$ cat src/rtl/decpack_pkg.sv
package decpack_pkg;

    localparam logic [7:0] CHAR_ZONE = 8'h30;

    typedef enum logic {
        CONV_UNPACK = 1'b0,
        CONV_PACK   = 1'b1
    } conv_mode_e;

    typedef enum logic {
        ST_IDLE = 1'b0,
        ST_RUN  = 1'b1
    } conv_state_e;

    typedef struct packed {
        logic       vld;
        logic [7:0] data;
    } out_slot_t;

    typedef struct packed {
        logic [7:0] emit;
        logic [3:0] hold_nxt;
        logic       bad;
    } lane_res_t;

    function automatic logic nib_is_digit(input logic [3:0] n);
        return n <= 4'd9;
    endfunction

    function automatic logic char_is_digit(input logic [7:0] c);
        return (c >= CHAR_ZONE) && (c <= CHAR_ZONE + 8'd9);
    endfunction

    function automatic logic [7:0] nib_to_char(input logic [3:0] n);
        return CHAR_ZONE + {4'h0, n};
    endfunction

endpackage

$ cat src/rtl/decpack_ctr.sv
module decpack_ctr #(
    parameter int W = 6
) (
    input  logic         clk,
    input  logic         rst,
    input  logic         load,
    input  logic [W-1:0] load_val,
    input  logic         dec,
    output logic [W-1:0] cnt,
    output logic         nonzero,
    output logic         last
);
    always_ff @(posedge clk) begin
        if (rst)       cnt <= '0;
        else if (load) cnt <= load_val;
        else if (dec)  cnt <= cnt - 1'b1;
    end

    assign nonzero = (cnt != '0);
    assign last    = (cnt == W'(1));


    ctr_no_underflow_chk: assert property (@(posedge clk) disable iff (rst)
        (dec && !load) |-> (cnt != '0));
endmodule

$ cat src/rtl/decpack_lane.sv
module decpack_lane
    import decpack_pkg::*;
(
    input  conv_mode_e mode,
    input  logic       phase,
    input  logic [7:0] in_byte,
    input  logic [3:0] hold,
    output lane_res_t  res
);
    always_comb begin
        res = '0;
        if (mode == CONV_UNPACK) begin
            if (!phase) begin
                res.emit     = nib_to_char(in_byte[7:4]);
                res.hold_nxt = in_byte[3:0];
                res.bad      = !nib_is_digit(in_byte[7:4]) || !nib_is_digit(in_byte[3:0]);
            end else begin
                res.emit     = nib_to_char(hold);
                res.hold_nxt = hold;
                res.bad      = 1'b0;
            end
        end else begin
            res.hold_nxt = phase ? hold : in_byte[3:0];
            res.emit     = {hold, in_byte[3:0]};
            res.bad      = !char_is_digit(in_byte);
        end
    end
endmodule

$ cat src/rtl/decpack_conv.sv
module decpack_conv
    import decpack_pkg::*;
#(
    parameter int LEN_W = 4
) (
    input  logic             clk,
    input  logic             rst,
    input  logic             start,
    input  logic             mode,
    input  logic [LEN_W-1:0] len_m1,
    output logic             busy,
    input  logic             in_valid,
    output logic             in_ready,
    input  logic [7:0]       in_data,
    output logic             out_valid,
    input  logic             out_ready,
    output logic [7:0]       out_data,
    output logic             done,
    output logic             data_err
);
    localparam int CW = LEN_W + 2;

    conv_state_e state;
    conv_mode_e  mode_q;
    logic        phase;
    logic [3:0]  hold;
    out_slot_t   slot;
    lane_res_t   lres;

    logic          run, slot_free, out_fire, in_fire, take_start, slot_load, phase_flip;
    logic [CW-1:0] plen, in_total;
    logic [CW-1:0] in_cnt, out_cnt;
    logic          in_nz, out_nz, in_last, out_last;

    assign run        = (state == ST_RUN);
    assign take_start = start && !run;
    assign slot_free  = !slot.vld || out_ready;
    assign out_fire   = slot.vld && out_ready;

    assign plen     = CW'(len_m1) + CW'(1);
    assign in_total = (conv_mode_e'(mode) == CONV_PACK) ? (plen << 1) : plen;

    always_comb begin
        if (mode_q == CONV_UNPACK)
            in_ready = run && !phase && in_nz && slot_free;
        else
            in_ready = run && ((!phase && in_nz) || (phase && slot_free));
    end
    assign in_fire = in_valid && in_ready;

    always_comb begin
        if (mode_q == CONV_UNPACK) begin
            slot_load  = in_fire || (run && phase && slot_free);
            phase_flip = slot_load;
        end else begin
            slot_load  = in_fire && phase;
            phase_flip = in_fire;
        end
    end

    decpack_lane u_lane (
        .mode    (mode_q),
        .phase   (phase),
        .in_byte (in_data),
        .hold    (hold),
        .res     (lres)
    );

    decpack_ctr #(.W(CW)) u_in_ctr (
        .clk      (clk),
        .rst      (rst),
        .load     (take_start),
        .load_val (in_total),
        .dec      (in_fire),
        .cnt      (in_cnt),
        .nonzero  (in_nz),
        .last     (in_last)
    );

    decpack_ctr #(.W(CW)) u_out_ctr (
        .clk      (clk),
        .rst      (rst),
        .load     (take_start),
        .load_val ((conv_mode_e'(mode) == CONV_PACK) ? plen : (plen << 1)),
        .dec      (out_fire),
        .cnt      (out_cnt),
        .nonzero  (out_nz),
        .last     (out_last)
    );

    always_ff @(posedge clk) begin
        if (rst) begin
            state    <= ST_IDLE;
            mode_q   <= CONV_UNPACK;
            phase    <= 1'b0;
            hold     <= '0;
            slot     <= '0;
            done     <= 1'b0;
            data_err <= 1'b0;
        end else begin
            done <= 1'b0;
            if (take_start) begin
                state    <= ST_RUN;
                mode_q   <= conv_mode_e'(mode);
                phase    <= 1'b0;
                data_err <= 1'b0;
            end else if (run) begin
                if (phase_flip) phase <= !phase;
                if (in_fire && !phase) hold <= lres.hold_nxt;
                if (in_fire && lres.bad) data_err <= 1'b1;
                if (out_fire && out_last) begin
                    state <= ST_IDLE;
                    done  <= 1'b1;
                end
            end
            if (slot_load) begin
                slot.vld  <= 1'b1;
                slot.data <= lres.emit;
            end else if (out_fire) begin
                slot.vld <= 1'b0;
            end
        end
    end

    assign busy      = run;
    assign out_valid = slot.vld;
    assign out_data  = slot.data;


    out_hold_chk: assert property (@(posedge clk) disable iff (rst)
        (out_valid && !out_ready) |=> (out_valid && $stable(out_data)));

    done_idle_chk: assert property (@(posedge clk) disable iff (rst)
        done |-> !busy);

    done_pulse_chk: assert property (@(posedge clk) disable iff (rst)
        done |=> !done);

    err_rise_chk: assert property (@(posedge clk) disable iff (rst)
        $rose(data_err) |-> $past(in_valid && busy));

    in_drained_chk: assert property (@(posedge clk) disable iff (rst)
        (out_fire && out_last) |-> !in_nz);
endmodule

$ cat config.mk
export PLATFORM = sky130hd
export DESIGN_NAME = decpack_conv
export DESIGN_NICKNAME = d
export VERILOG_FILES = /design/src/rtl/decpack_pkg.sv /design/src/rtl/decpack_ctr.sv /design/src/rtl/decpack_lane.sv /design/src/rtl/decpack_conv.sv
export SDC_FILE = /design/constraint.sdc
export NUM_CORES = 1
export LEC_CHECK = 0
export BUFFER_PORTS_ARGS = -buffer_cell sky130_fd_sc_hd__buf_2
export CAP_MARGIN = 10
export CORE_ASPECT_RATIO = 1.2
export CORE_MARGIN = 2
export CORE_UTILIZATION = 35
export CTS_BUF_LIST = sky130_fd_sc_hd__clkbuf_8
export DETAILED_ROUTE_END_ITERATION = 10
export PLACE_DENSITY = 0.62
export SYNTH_ARGS = -nofsm -noshare
export SYNTH_HDL_FRONTEND = slang
export SYNTH_SLANG_ARGS = --single-unit
$ cat constraint.sdc
create_clock -name clk -period 2.1 [get_ports clk]
set_input_delay 0.63 -clock clk [delete_from_list [all_inputs] [get_ports clk]]
set_output_delay 0.63 -clock clk [all_outputs]
set_load 0.005 [all_outputs]
## After elaboration in Yosys (flattened, before gate mapping)

Index checks and enable logic that the tools add are counted.

- Flip-flop bits (word level): 30
- Logic and storage cells: 76
- Bits of input ports: 18
- Output and inout port bits: 13

- Equality and inequality tests: 1
- Reduce and logical (&&, ||, !) cells: 35
- Add/subtract/negate cells: 5
- Mux-type cells: 18
- Order comparisons: 4
- Bitwise gates (word level): 3

Operators by type and width:

| kind | count |
|---|---|
| $mux W6 | 6 |
| $mux W13 | 2 |
| $logic_and A1 B1 Y1 | 16 |
| $add A6 B4 Y7 const A | 2 |
| $sub A6 B1 Y6 const B | 2 |
| $mux W1 | 9 |
| $ge A8 B6 Y1 const B | 1 |
| $le A4 B4 Y1 const B | 2 |
| $le A8 B6 Y1 const B | 1 |
| $eq A6 B1 Y1 const B | 1 |
| $logic_not A1 Y1 | 6 |
| $reduce_bool A2 Y1 | 3 |
| $reduce_bool A6 Y1 | 1 |
| $add A4 B1 Y5 const B | 1 |
| $logic_or A1 B1 Y1 | 4 |
| $mux W4 | 1 |
| $reduce_and A2 Y1 | 2 |
| $reduce_and A4 Y1 | 1 |
| $not A1 Y1 | 3 |
| $reduce_or A3 Y1 | 1 |
| $reduce_or A2 Y1 | 1 |

## Depth between registers and ports, before layout

- Depth in word-level cells: 10
- Gate-level depth with buffers: 7
- Depth with buffers taken out: 6

## By module

Synthesis repeated with hierarchy kept, for this count alone.

- Cells, all modules: 224
- Area, all modules: 1924.3 sq um

By module, submodules not included:

| module | seq. area each (sq um) | area an instance (sq um) | cells an instance | instances |
|---|---|---|---|---|
| decpack_conv | 360.3 | 1006.0 | 114 | 1 |
| decpack_ctr | 120.1 | 352.8 | 41 | 2 |
| decpack_lane | 0.0 | 212.7 | 28 | 1 |

## Least setup slack after synthesis

No wires, ideal clock.

- Path kind: reg2out
- Start: reg u_in_ctr.cnt[0]
- End: out in_ready
- Buffers on the path: 0
- Required time: 1.470 ns
- Stages on the path, launching flop included: 7
- Slack: 0.213 ns
- Arrival time: 1.257 ns
- Cells stage by stage: dfxtp_1 -> inv_1 -> ha_1 -> nor2b_1 -> a211oi_2 -> nor2_1 -> nor2_1

- Longest elaborated chain between the ends: 5
- Elaborated cells between the ends (all ways): 7
- Those cells by class: mux: 1; reduce/logical: 6

RTL lines:

| item | line | source |
|---|---|---|
| start: declaration | decpack_ctr.sv:9 | `output logic [W-1:0] cnt,` |
| start signal: assignment | decpack_ctr.sv:15 | `else if (load) cnt <= load_val;` |
| start signal: assignment | decpack_ctr.sv:16 | `else if (dec) cnt <= cnt - 1'b1;` |
| $reduce_bool A6 Y1 * | decpack_ctr.sv:19 | `assign nonzero = (cnt != '0);` |
| $logic_and A1 B1 Y1 | decpack_conv.sv:47 | `in_ready = run && ((!phase && in_nz) \|\| (phase && slot_free));` |
| $logic_or A1 B1 Y1 | decpack_conv.sv:47 |  |
| $logic_and A1 B1 Y1 | decpack_conv.sv:47 |  |
| $mux W1 * | decpack_conv.sv:44 | `if (mode_q == CONV_UNPACK)` |
| end: declaration | decpack_conv.sv:13 | `output logic in_ready,` |

Every way passes the cells marked *; elsewhere a longest branch is shown, timed or not.

## Final worst setup path

- Start: reg u_in_ctr.cnt[1]
- End: out in_ready

The elaborated chain is that of the path after synthesis.

==> results summary <==
For this block, the initial DRC count from the detailed router was 84. For this run, the leading register cell type out of synthesis is dfxtp_1. The max-slew violation count came out at 0.

The maximum fanout along the worst path is 3. In this run, placement finished with an instance count of roughly 330. The power share of the combinational group came out at 26.2%. The y dimension of the die came out at 86.38 um. The average instance area after synthesis is 8.532 sq um.

The cell taking the most area after synthesis is dfxtp_1. The post-synthesis cell count came out at 232. The number of fill cells in the layout came out at 572. The reported leakage power came out at 0.9739 nW. Static timing analysis puts the maximum clock frequency at 484.6 MHz.

Setup violations remaining at the end of the flow were counted as 0. The worst-case vdd ir drop is 0.0003521 V. By count the netlist is led by 30 x dfxtp_1, 20 x nand2_1, 19 x nor2_1. The power share of the clock group is 32.0%. The floorplan die area is 6276 sq um.

Data on the critical path arrives at its endpoint at 1.43 ns. Sequential cells account for 41.8% of the total power. The worst slack on hold paths is 0.4596 ns. The reg-to-reg setup timing slack came out at 0.37 ns.

The slowest stage of the critical path belongs to the cell dfxtp_2. The number of antenna diodes in the final layout is 0. After floorplanning, the core was divided into 30 placement rows. The detail route stage leaves a number of antenna-violating nets equal to 0. The number of synthesized flops with an enable pin is 0. Setup repair after global routing could not meet its margin everywhere.

The number of sinks on the clock net came out at 30. The number of nets handed over by synthesis was 255. TritonCTS built the clock tree. The number of ports placed on the die boundary is 31. The worst hold path begins at out_data[6]. The number of different library cells in the post-synthesis netlist is 64.

The most common cell in the netlist is dfxtp_1. Together, buffers and inverters on the worst path number 2. The width of the die is 72.65 um.

The fraction of power spent switching nets is 31.66%. The final core utilization is between 40% and 50%. The shortest period the worst path allows is 2.064 ns. The actual slew at the worst max-slew pin is 0.4681 ns.

The final clock period utilization by the worst path is 98.27%. STA classifies the critical path endpoint as an output pin. Sorting the synthesized cells by area gives the leading types as dfxtp_1 30%, mux2i_1 7.1%, nand2_1 3.8%. Entering global routing, the biggest net connects 19 pins. The maximum clock path buffer count is 2. Before antenna repair, the detailed router went through 4 iterations. The power density over the cells came out at 653.5 nW/um^2. The number of global-route vias before repair came out at 1,780.

For this run, the slowest stage of the critical path takes 0.34 ns. The wire-length estimate of the detail-placed layout is approximately 3800 um. In this run the worst hold path is classified as register to register.

The wire length of the first global-routing pass is 8259 um. The critical path in this run is classified as register to output pin. The total via count after detailed routing came out at 1,875. Registers take 603.1 sq um. The number of clock buffers inserted by TritonCTS came out at 5. The total congestion overflow came out at 0. Among the stages of the critical path, the cell type that occurs most often is nor2_1.

The worst hold path terminates at out_data[6]. The total of warnings raised by yosys is 0. Between clock sinks in the finished design, the worst skew comes to 0.003566 ns.

The initial antenna violation count came out at 0. Cells with a size suffix above 1 make up 28.94% of the layout. The net switching power is ~0.5 mW. The number of design rule violations left after detail routing came out at 0.

The area taken by multi-input logic gates came out at 1286 sq um. Max-cap violations in this run came to 0. In this run the cell area of the synthesized design comes to 1979 sq um. The global-route usage over all layers is 16.78%. STA classifies the critical path startpoint as a register. The internal power component came out at 1.068 mW.

The clock edge transition at the registers on the reported setup and hold paths came out at 0.07 ns. The wire length per cell is 14.78 um. The startpoint identified for the worst register-to-register timing path is u_in_ctr.cnt[1]. The clock latency reported for the late side of the worst-skew pair came out at ~0.29 ns. The worst pin sits at a relative slew slack of roughly two thirds. The top cell family by delay on the critical path is flip-flops.

Walking the worst path, the cells encountered are inv_2, ha_4, nor2b_4, a211oi_2, nor2_1, nor2_1, buf_2. The sum of routed wire length over all layers is approximately 5000 um. During placement, the flow inserted port buffers numbering 30.

The final instance count without filler cells came out at 337. The endpoint identified for the worst register-to-register timing path is u_in_ctr.cnt[5]. The area growth from synthesis to layout is 20.86%. The routability-driven placement congestion ratio came out at 0.8613.

The run finished with clean final reports. The via count normalized by instance count is 5.564. The starting density of the core is 35.63%. The final layout net count is slightly below 300. The total of flip-flops plus latches after synthesis came out at 30. The synthesized design devotes to its leading area cell type 30.34% of total area. The number of stages on the worst hold path is 2.

For this run, asynchronously set or reset flops after synthesis account for 0%. The share of the yosys chip area belonging to registers came out at ~30%. The cell at the root of the clock tree is clkbuf_8. In this run the number of H-tree levels came out at 2.

The number of failing hold endpoints at the final stage came to 0. The post-cts hold buffer count came out at 0. The data required time at the worst endpoint is 1.47 ns.

The number of cells traversed by the worst register-to-register path came out at 8. The standard cell core area is 5555 sq um.
layout by cell type, fill, tap and decap left out, types with 4 or more instances in the layout:
cell type and instances:
a211oi_1 4, a21oi_1 14, buf_2 30, buf_4 15
clkbuf_8 6, dfxtp_1 28, ha_1 4, inv_1 10
mux2i_1 14, nand2_1 20, nand2b_1 4, nand3_1 5
nor2_1 19, nor3_1 4, o211ai_1 6, o21a_1 5
o21ai_0 10
flip-flops by register name, indices dropped and copies added, names as in the netlist:
register and flops:
busy 1, u_in_ctr.cnt 6, out_data 8, data_err 1
out_valid 1, phase 1, hold 4, done 1
u_out_ctr.cnt 6, mode_q 1
stage by stage:
step / setup TNS, ns / worst slack, ns / power, mW / area [sq um]
2_1_floorplan: 0 / 0.2134 / 0.9240 / 1979
3_3_place_gp: 0 / 0.06615 / 1.055 / 2260
3_5_place_dp: 0 / 0.06237 / 1.059 / 2260
4_1_cts: 0 / 0.003186 / 1.575 / 2382
5_1_grt: -0.02493 / -0.02493 / 1.653 / 2392
6_report: 0 / 0.03633 / 1.563 / 2392
logic make-up (layout without fill, tap and decap cells):
| kind of cell | Yosys count | count (layout) | synth area share, % |
|---|---|---|---|
| AND/OR/NAND/NOR | 91 | 91 | 28.26 |
| XOR/XNOR | 5 | 5 | 2.213 |
| flip-flops | 30 | 30 | 30.34 |
| adder cells (fa/ha/maj) | 5 | 5 | 3.161 |
| buffers and inverters | 25 | 66 | 5.689 |
| multiplexers | 15 | 15 | 7.648 |
| AO/OA/AOI/OAI | 61 | 61 | 22.69 |
layout make-up:
cell class	count	share of cell area [%]
well taps	64	3.347
multi-input cells	177	53.77
clock inverters	2	0.5230
clock buffers	6	3.452
flip-flops and latches	30	25.21
repair buffers	46	11.82
inverters	12	1.883
power by group through the flow:
stage	clock network, mW	logic [mW]	registers (mW)
global placement	0	0.389	0.666
CTS	0.514	0.408	0.653
detailed placement	0	0.392	0.667
floorplan	0	0.269	0.655
finish	0.500	0.409	0.654
global route	0.538	0.455	0.660
worst reg2reg max path, cell delays in order (launching register included):
cell and delay [ns]:
dfxtp_2 0.34, inv_2 0.05, ha_4 0.15, nor2b_4 0.12, buf_4 0.15, a211oi_2 0.33, buf_12 0.18, o2111ai_1 0.10
nor3b_2 0.18
routing by layer:
| layer | up-vias | global-route usage (%) | routed length (um) | part of all wire, % |
|---|---|---|---|---|
| met5 | - | 0 | 0 | 0 |
| met4 | 0 | 5.051 | 59 | 1.2 |
| met3 | 6 | 3.605 | 163 | 3.3 |
| met2 | 34 | 29.34 | 2498 | 50 |
| met1 | 901 | 20.43 | 2258 | 45 |
| li1 | 934 | - | - | - |
worst max-delay path by stage:
stage                          startpoint       end  slack [ns]  cells past startpoint
final                     u_in_ctr.cnt[1]  in_ready        0.04                      7
after global routing      u_in_ctr.cnt[0]  in_ready       -0.02                      7
after CTS                 u_in_ctr.cnt[0]  in_ready       0.003                      7
after detailed placement        out_ready  in_ready        0.06                      6
after global placement          out_ready  in_ready        0.07                      6
after floorplan           u_in_ctr.cnt[0]  in_ready        0.21                      6
what timing repair did:
action                                  4_1_cts  5_1_grt
endpoints found under the setup margin        1        1
gates resized for setup                       7        1
pin swaps                                     3        0
buffers inserted                              2        0
cloned                                        0        0
No activity file was read; power rests on OpenSTA's default activity.
